==> src/rtl/addreload_pkg.sv <==
package addreload_pkg;
  // Strobes from the sequencing logic to the count register
  typedef struct packed {
    logic addEn;   // apply the software correction this edge
    logic incEn;   // apply one prescaled increment this edge
  } ctlStrobe_t;
endpackage

==> src/rtl/arl_ctrl.sv <==
module arl_ctrl
  import addreload_pkg::*;
#(
  parameter int PRE_W = 2,   // prescaler divides by 2**PRE_W
  parameter int SKIP  = 2    // increments swallowed after each write (>=1)
) (
  input  logic       clk,
  input  logic       rstN,
  input  logic       wrEn,
  output ctlStrobe_t strobe
);
  localparam int SKIP_W = $clog2(SKIP + 1);

  logic              preTick;
  logic [SKIP_W-1:0] skipLeft;

  generate
    if (PRE_W == 0) begin : g_noPre
      assign preTick = 1'b1;
    end else begin : g_pre
      logic [PRE_W-1:0] preCnt;
      // Free-running phase: writes never disturb it
      always_ff @(posedge clk or negedge rstN) begin
        if (!rstN) preCnt <= '0;
        else       preCnt <= preCnt + 1'b1;
      end
      assign preTick = &preCnt;
    end
  endgenerate

  // A write arms the skip window. A tick that lands on the write edge uses up one slot.
  always_ff @(posedge clk or negedge rstN) begin
    if (!rstN) begin
      skipLeft <= '0;
    end else if (wrEn) begin
      skipLeft <= preTick ? SKIP_W'(SKIP - 1) : SKIP_W'(SKIP);
    end else if (preTick && skipLeft != '0) begin
      skipLeft <= skipLeft - 1'b1;
    end
  end

  always_comb begin
    strobe.addEn = wrEn;
    strobe.incEn = preTick && !wrEn && (skipLeft == '0);
  end
endmodule

==> src/rtl/arl_datapath.sv <==
module arl_datapath
  import addreload_pkg::*;
#(
  parameter int CNT_W = 8
) (
  input  logic             clk,
  input  logic             rstN,
  input  ctlStrobe_t       strobe,
  input  logic [CNT_W-1:0] addVal,
  input  logic             irqClr,
  output logic [CNT_W-1:0] count,
  output logic             irq
);
  logic [CNT_W:0]   sum;
  logic [CNT_W-1:0] nextCount;
  logic             wrapNow;

  always_comb begin
    sum       = {1'b0, count} + {1'b0, addVal};
    nextCount = count;
    wrapNow   = 1'b0;
    if (strobe.addEn) begin
      nextCount = sum[CNT_W-1:0];
      wrapNow   = sum[CNT_W];
    end else if (strobe.incEn) begin
      nextCount = count + 1'b1;
      wrapNow   = &count;
    end
  end

  always_ff @(posedge clk or negedge rstN) begin
    if (!rstN) begin
      count <= '0;
      irq   <= 1'b0;
    end else begin
      count <= nextCount;
      if (wrapNow)     irq <= 1'b1;   // set beats clear
      else if (irqClr) irq <= 1'b0;
    end
  end
endmodule

==> src/rtl/addreload_timer.sv <==
module addreload_timer
  import addreload_pkg::*;
#(
  parameter int CNT_W = 8,
  parameter int PRE_W = 2,
  parameter int SKIP  = 2
) (
  input  logic             clk,
  input  logic             rstN,
  input  logic             wrEn,
  input  logic [CNT_W-1:0] addVal,
  input  logic             irqClr,
  output logic [CNT_W-1:0] count,
  output logic             irq
);
  ctlStrobe_t strobe;

  arl_ctrl #(.PRE_W(PRE_W), .SKIP(SKIP)) uCtrl (
    .clk(clk), .rstN(rstN), .wrEn(wrEn), .strobe(strobe)
  );

  arl_datapath #(.CNT_W(CNT_W)) uDp (
    .clk(clk), .rstN(rstN), .strobe(strobe), .addVal(addVal),
    .irqClr(irqClr), .count(count), .irq(irq)
  );
endmodule

==> config.mk <==
export PLATFORM = sky130hd
export DESIGN_NAME = addreload_timer
export DESIGN_NICKNAME = d
export VERILOG_FILES = /design/src/rtl/addreload_pkg.sv /design/src/rtl/arl_ctrl.sv /design/src/rtl/arl_datapath.sv /design/src/rtl/addreload_timer.sv
export SDC_FILE = /design/constraint.sdc
export NUM_CORES = 1
export LEC_CHECK = 0
export ABC_AREA = 0
export BUFFER_PORTS_ARGS = -buffer_cell sky130_fd_sc_hd__clkbuf_2
export CORE_ASPECT_RATIO = 1.25
export CORE_MARGIN = 2
export CORE_UTILIZATION = 49
export DETAILED_ROUTE_END_ITERATION = 8
export GPL_ROUTABILITY_DRIVEN = 0
export PLACE_DENSITY = 0.75
export SYNTH_ARGS = -nofsm -noshare
export SYNTH_HDL_FRONTEND = slang
export SYNTH_HIERARCHICAL = 1
export SYNTH_SLANG_ARGS = --single-unit
==> constraint.sdc <==
create_clock -name clk -period 1.8 [get_ports clk]
set_clock_uncertainty 0.2 [all_clocks]
set_input_delay 0.18 -clock clk [delete_from_list [all_inputs] [get_ports clk]]
set_output_delay 0.18 -clock clk [all_outputs]
set_load 0.01 [all_outputs]
==> results.sh, run 1 <==
export IMPL_antenna_found_initial=0
export IMPL_final_core_util_pct=71.5
export IMPL_reg2reg_from="uDp/count[0]$_DFFE_PN0P_"
export IMPL_peakVddDrop_mv=1.04
export IMPL_worst_slew_pin_slew_ns=0.331
export IMPL_synth_top_cell_area_share_pct=30.7
export IMPL_clkSinkCount=13
export IMPL_max_freq_ghz=0.525
export IMPL_slew_viol_final=0
export IMPL_dp_hpwl_um=2030
export IMPL_grt_pass1_wl_um=4710
export IMPL_dp_cells=169
export IMPL_setup_violations=4
export IMPL_via_per_inst=5.80
export IMPL_cp_start_kind="register"
export IMPL_avgSynthCellArea_um2=9.20
export IMPL_root_buffer="clkbuf_4"
export IMPL_cts_buffer_depth=2
export IMPL_grt_overflow=0
export IMPL_crit_type="register to register"
export IMPL_nNetsFinal=183
export IMPL_ys_ff_latch=13
export IMPL_end_kind="register"
export IMPL_synth_edf_count=0
export IMPL_synth_warnings=6
export IMPL_cts_tree="done"
export IMPL_ys_async_sr_fraction_pct=100
export IMPL_r2r_setup_slack_ns=-0.11
export IMPL_route_antenna_remaining_nets=0
export IMPL_grt_pass1_vias=1110
export IMPL_initial_core_util_pct=52.8
export IMPL_pwr_density_cell_nw_per_um2=1380
export IMPL_total_power_mw=1.99
export IMPL_setup_ws_ns=-0.106
export IMPL_core_um2=2000
export IMPL_rr_worst_depth=7
export IMPL_portBuffers=20
export IMPL_worstPathRequired_ns=1.77
export IMPL_layout_cells_non_filler=177
export IMPL_yosysSeqAreaShare_pct=30.7
export IMPL_crit_arrival_ns=1.87
export IMPL_routedWlPerCell_um=15.1
export IMPL_place_ws_ns=-0.113
export IMPL_synth_distinct_cells=37
export IMPL_final_hold_viol_count=0
export IMPL_syn_to_final_growth_pct=35.5
export IMPL_synth_area_leaders="dfrtp_1, ha_1, xnor2_1"
export IMPL_status="complete, but fails checks"
export IMPL_fin_crit_ns=1.91
export IMPL_layout_drive_gt1_share_pct=39.5
export IMPL_netlist_area_um2=1060
export IMPL_hp_start="addVal[0]"
export IMPL_rows=18
export IMPL_hold_ws_ns=0.0495
export IMPL_first_iter_violations=9
export IMPL_cts_max_level=1
export IMPL_die_w_um=45.6
export IMPL_die_area_um2=2550
export IMPL_leakagePower_nw=0.669
export IMPL_die_y_um=56.0
export IMPL_cts_buffers=3
export IMPL_grtUsageTotal_pct=24.2
export IMPL_fin_crit_sh_pct=106
export IMPL_reg2reg_to="uDp/count[6]$_DFFE_PN0P_"
export IMPL_ios=21
export IMPL_relSlewSlack_pct=77.7
export IMPL_synth_ff_type="dfrtp_1"
export IMPL_syn_num_nets=140
export IMPL_routed_via_count=1026
export IMPL_rsz0062_at_grt="yes"
export IMPL_critPathMaxFanout=4
export IMPL_hold_depth=4
export IMPL_path_clk_slew_ns=0.09
export IMPL_first_pass_iters=4
export IMPL_hold_path_end="uDp/count[0]$_DFFE_PN0P_"
export IMPL_clock_latency_ns=0.28
export IMPL_wl_um=2680
export IMPL_violations="setup timing"
export IMPL_synthCells=115
export IMPL_yosys_area_top_type="dfrtp_1"
export IMPL_cap_viol_max_count=0
export IMPL_grt_start_max_net_pins=25
export IMPL_drcViolationCount=0
export IMPL_diodes=0
export IMPL_cp_startpoint="uDp/count[0]$_DFFE_PN0P_"
export IMPL_hp_class="primary input to register"
==> what timing repair did <==
action / 4_1_cts / 5_1_grt
setup endpoints to repair: 6 / 7
hold endpoints to repair: 13 / 0
pin swaps: 9 / 4
cloned: 0 / 0
resized for setup: 8 / 5
buffers inserted: 3 / 1
hold buffers: 1 / 0
==> synthesized netlist by cell type (2+ instances only) <==
cell type,count
a211oi_1,3
a21o_1,2
a21oi_1,6
buf_2,3
dfrtp_1,13
ha_1,12
inv_1,9
mux2i_1,2
nand2_1,5
nand2b_1,3
nand3_1,4
nand4_1,4
nor2_1,8
nor2b_1,2
nor3_1,3
nor4b_1,2
o211ai_1,2
o21a_1,2
o21ai_0,5
o311a_1,2
xnor2_1,6
xor2_1,2
==> how the worst max path moves through the flow <==
stage / slack [ns] / endpoint
6_report: -0.11 / uDp/count[6]$_DFFE_PN0P_
5_1_grt: -0.14 / uDp/count[6]$_DFFE_PN0P_
4_1_cts: -0.04 / uDp/count[6]$_DFFE_PN0P_
3_5_place_dp: -0.11 / uDp/count[6]$_DFFE_PN0P_
3_3_place_gp: -0.07 / uDp/count[3]$_DFFE_PN0P_
2_1_floorplan: -0.09 / uDp/count[6]$_DFFE_PN0P_
==> layer usage <==
| layer | up-vias | share of wire (%) | wire length, um | GRT usage (%) |
|---|---|---|---|---|
| met3 | 4 | 2.8 | 76 | 2.27 |
| met5 | - | 0 | 0 | 0 |
| met4 | 0 | 0.86 | 23 | 7.14 |
| li1 | 503 | - | - | - |
| met2 | 25 | 55 | 1470 | 42.7 |
| met1 | 494 | 41 | 1110 | 29.4 |
==> placed cells by master, fill, tap and decap left out, drive strengths merged <==
master	Yosys	final
a211oi	3	3
a21o	2	2
a21oi	6	6
a311o	1	1
a31oi	1	1
a32o	1	1
and3	1	1
buf	4	21
clkbuf	0	23
clkinv	0	1
dfrtp	13	13
dlygate4sd3	0	1
fa	1	1
ha	12	12
inv	9	9
mux2i	2	2
nand2	5	5
nand2b	4	4
nand3	4	4
nand4	4	4
nor2	8	8
nor2b	3	3
nor3	3	3
nor4b	2	2
o2111a	1	1
o211ai	2	2
o21a	2	2
o21ai	6	6
o21bai	1	1
o22ai	1	1
o311a	2	2
o31a	1	1
o41ai	1	1
or3b	1	1
xnor2	6	6
xor2	2	2
==> layout make-up <==
class / instances / area, um2
fillers: 161 / 571
well taps: 20 / 25.0
repair buffers: 42 / 268
flip-flops and latches: 13 / 327
multi-input cells: 89 / 753
clock buffers: 3 / 22.5
clock inverters: 1 / 5.00
inverters: 9 / 33.8
==> kinds of logic after synthesis <==
family / count (synthesis) / synth area share, %
muxes: 2 / 1.89
DFF: 13 / 30.7
xor gates and xnor gates: 8 / 6.62
adders and majority gates: 13 / 16.1
AOI/OAI and AO/OA: 31 / 20.4
buffers and inverters: 13 / 5.32
and+or+nand+nor: 35 / 18.9
==> flip-flops by register name, indices dropped and copies added, names as in the netlist <==
register / count
uCtrl/skipLeft: 2
uDp/irq: 1
uDp/count: 8
uCtrl/g_pre.preCnt: 2
==> power breakdown <==
| part | leakage, nW | internal, mW | total, mW | switching, mW |
|---|---|---|---|---|
| clock network | 0.0177 | 0.0825 | 0.190 | 0.107 |
| registers | 0.151 | 0.395 | 0.466 | 0.0714 |
| logic | 0.500 | 0.649 | 1.33 | 0.681 |
| total | 0.669 | 1.13 | 1.99 | 0.859 |
==> per-stage QoR <==
step	cell area, um2	setup TNS, ns
after CTS	1410	-0.106
after global placement	1330	-0.245
final	1430	-0.210
after detailed placement	1330	-0.429
after floorplan	1090	-0.172
after global routing	1430	-0.642
==> critical path, cell delays in order (launching register included) <==
cell and delay, ns:
dfrtp_2 0.43, ha_4 0.17, inv_2 0.04, fa_2 0.23, nor2b_4 0.05, o31a_1 0.30
o41ai_2 0.30, nor3_2 0.08
No activity file was read; power rests on OpenSTA's default activity.
==> run 2, diff against run 1 <==
HOLD_SLACK_MARGIN = 0.12   (was unset)
==> results.sh, run 2 (synthesis gave the netlist of run 1 again) <==
export IMPL_root_buffer="clkbuf_4"
export IMPL_core_um2=2000
export IMPL_fillers=160
export IMPL_first_pass_iters=4
export IMPL_violations="setup timing"
export IMPL_routedWlPerCell_um=15.5
export IMPL_reg_top3="uDp/count x8, uCtrl/g_pre.preCnt x2, uCtrl/skipLeft x2"
export IMPL_crit_type="register to register"
export IMPL_antenna_found_initial=0
export IMPL_die_y_um=56.0
export IMPL_post_dp_cell_area_um2=1330
export IMPL_r2r_setup_slack_ns=-0.09
export IMPL_portBuffers=20
export IMPL_leakagePower_nw=0.673
export IMPL_fin_area_um2=1440
export IMPL_dp_hpwl_um=2030
export IMPL_peakVddDrop_mv=1.05
export IMPL_grt_overflow=0
export IMPL_hold_ws_ns=0.122
export IMPL_dp_cells=169
export IMPL_wl_um=2760
export IMPL_rows=18
export IMPL_worstPathRequired_ns=1.77
export IMPL_cap_viol_max_count=0
export IMPL_status="complete, but fails checks"
export IMPL_top_usage_layer="met2"
export IMPL_fin_tns_setup_ns=-0.233
export IMPL_regMostFlops="uDp/count"
export IMPL_end_kind="register"
export IMPL_fin_crit_ns=1.89
export IMPL_final_hold_viol_count=0
export IMPL_pwr_density_cell_nw_per_um2=1390
export IMPL_gr_usage_met3_pct=4.22
export IMPL_relSlewSlack_pct=76.9
export IMPL_ios=21
export IMPL_nNetsFinal=184
export IMPL_cts_buffers=3
export IMPL_layout_cells_non_filler=178
export IMPL_largest_register_ffs=8
export IMPL_slew_viol_final=0
export IMPL_grt_start_max_net_pins=25
export IMPL_hp_class="primary input to async pin"
export IMPL_critPathMaxFanout=4
export IMPL_routed_via_count=1036
export IMPL_cts_buffer_depth=2
export IMPL_setup_ws_ns=-0.0855
export IMPL_cp_start_kind="register"
export IMPL_route_antenna_remaining_nets=0
export IMPL_diodes=0
export IMPL_fin_crit_sh_pct=105
export IMPL_drcViolationCount=0
export IMPL_via_per_inst=5.82
export IMPL_clkSinkCount=13
export IMPL_clock_latency_ns=0.29
export IMPL_grt_util_met1_pct=28.8
export IMPL_first_iter_violations=10
export IMPL_initial_core_util_pct=52.8
export IMPL_grt_pass1_vias=1125
export IMPL_grtUsageTotal_pct=24.7
export IMPL_die_area_um2=2550
export IMPL_crit_arrival_ns=1.86
export IMPL_rsz0062_at_grt="yes"
export IMPL_layout_drive_gt1_share_pct=38.0
export IMPL_path_clk_slew_ns=0.09
export IMPL_met2_usage_pct=43.1
export IMPL_layout_common_cells="clkbuf_2, buf_4, dfrtp_1, inv_1, ha_1"
export IMPL_max_freq_ghz=0.530
export IMPL_setup_violations=4
export IMPL_syn_to_final_growth_pct=36.4
export IMPL_cts_max_level=1
export IMPL_die_w_um=45.6
export IMPL_grt_pass1_wl_um=4710
export IMPL_worst_slew_pin_slew_ns=0.347
export IMPL_cts_tree="done"
==> run 2: worst max-delay path: stages (launching register included) <==
cell and delay [ns]:
dfrtp_2 0.43, ha_4 0.17, inv_2 0.04, fa_2 0.23
nor2b_4 0.05, o31a_1 0.29, o41ai_2 0.28, nor3_2 0.08
==> run 2: what timing repair did <==
item / 4_1_cts / 5_1_grt
pin swaps: 9 / 2
endpoints found under the hold margin: 15 / 0
gates resized for setup: 8 / 4
setup endpoints to repair: 6 / 7
setup buffers: 3 / 0
hold buffers: 3 / 0
==> run 2: cell type report <==
cell class | count | area, um2 | share of cell area (%)
clock buffer | 3 | 22.5 | 1.56
clock inverter | 1 | 5.00 | 0.347
inverter | 9 | 33.8 | 2.34
multi-input combinational | 89 | 751 | 52.0
sequential | 13 | 327 | 22.6
tap | 20 | 25.0 | 1.73
timing repair buffer | 43 | 280 | 19.4
==> run 2: report_power, final <==
part	switching [mW]	leakage (nW)	total, mW	internal, mW
Clock	0.113	0.0177	0.195	0.0827
Sequential	0.0717	0.151	0.466	0.395
Combinational	0.690	0.503	1.35	0.658
Total	0.874	0.673	2.01	1.14
==> run 2: path summary, 6_finish.rpt <==
path	depth (start not counted)	from	end
max	7	uDp/count[0]$_DFFE_PN0P_	uDp/count[6]$_DFFE_PN0P_
min	2	rstN	uDp/count[1]$_DFFE_PN0P_
max reg2reg	7	uDp/count[0]$_DFFE_PN0P_	uDp/count[6]$_DFFE_PN0P_
min reg2reg	2	uCtrl/g_pre.preCnt[0]$_DFF_PN0_	uCtrl/g_pre.preCnt[0]$_DFF_PN0_
max in group asynchronous	2	rstN	uDp/count[0]$_DFFE_PN0P_
min in group clk	4	irqClr	uDp/irq$_DFFE_PN0P_
==> run 2: routing by layer <==
layer	routed length, um	vias up	part of all wire, %
li1	-	505	-
met1	1140	500	41
met2	1500	25	54
met3	77	6	2.8
met4	42	0	1.5
met5	0	-	0
==> run 2: metrics by stage <==
| stage | util, % | power [mW] | worst slack, ns |
|---|---|---|---|
| after CTS | 71.5 | 1.97 | -0.0420 |
| after detailed placement | 66.1 | 1.69 | -0.113 |
| after floorplan | - | 1.25 | -0.0865 |
| after global routing | 72.0 | 2.16 | -0.138 |
| final | 72.0 | 2.01 | -0.0855 |
| after global placement | 66.1 | 1.64 | -0.0725 |
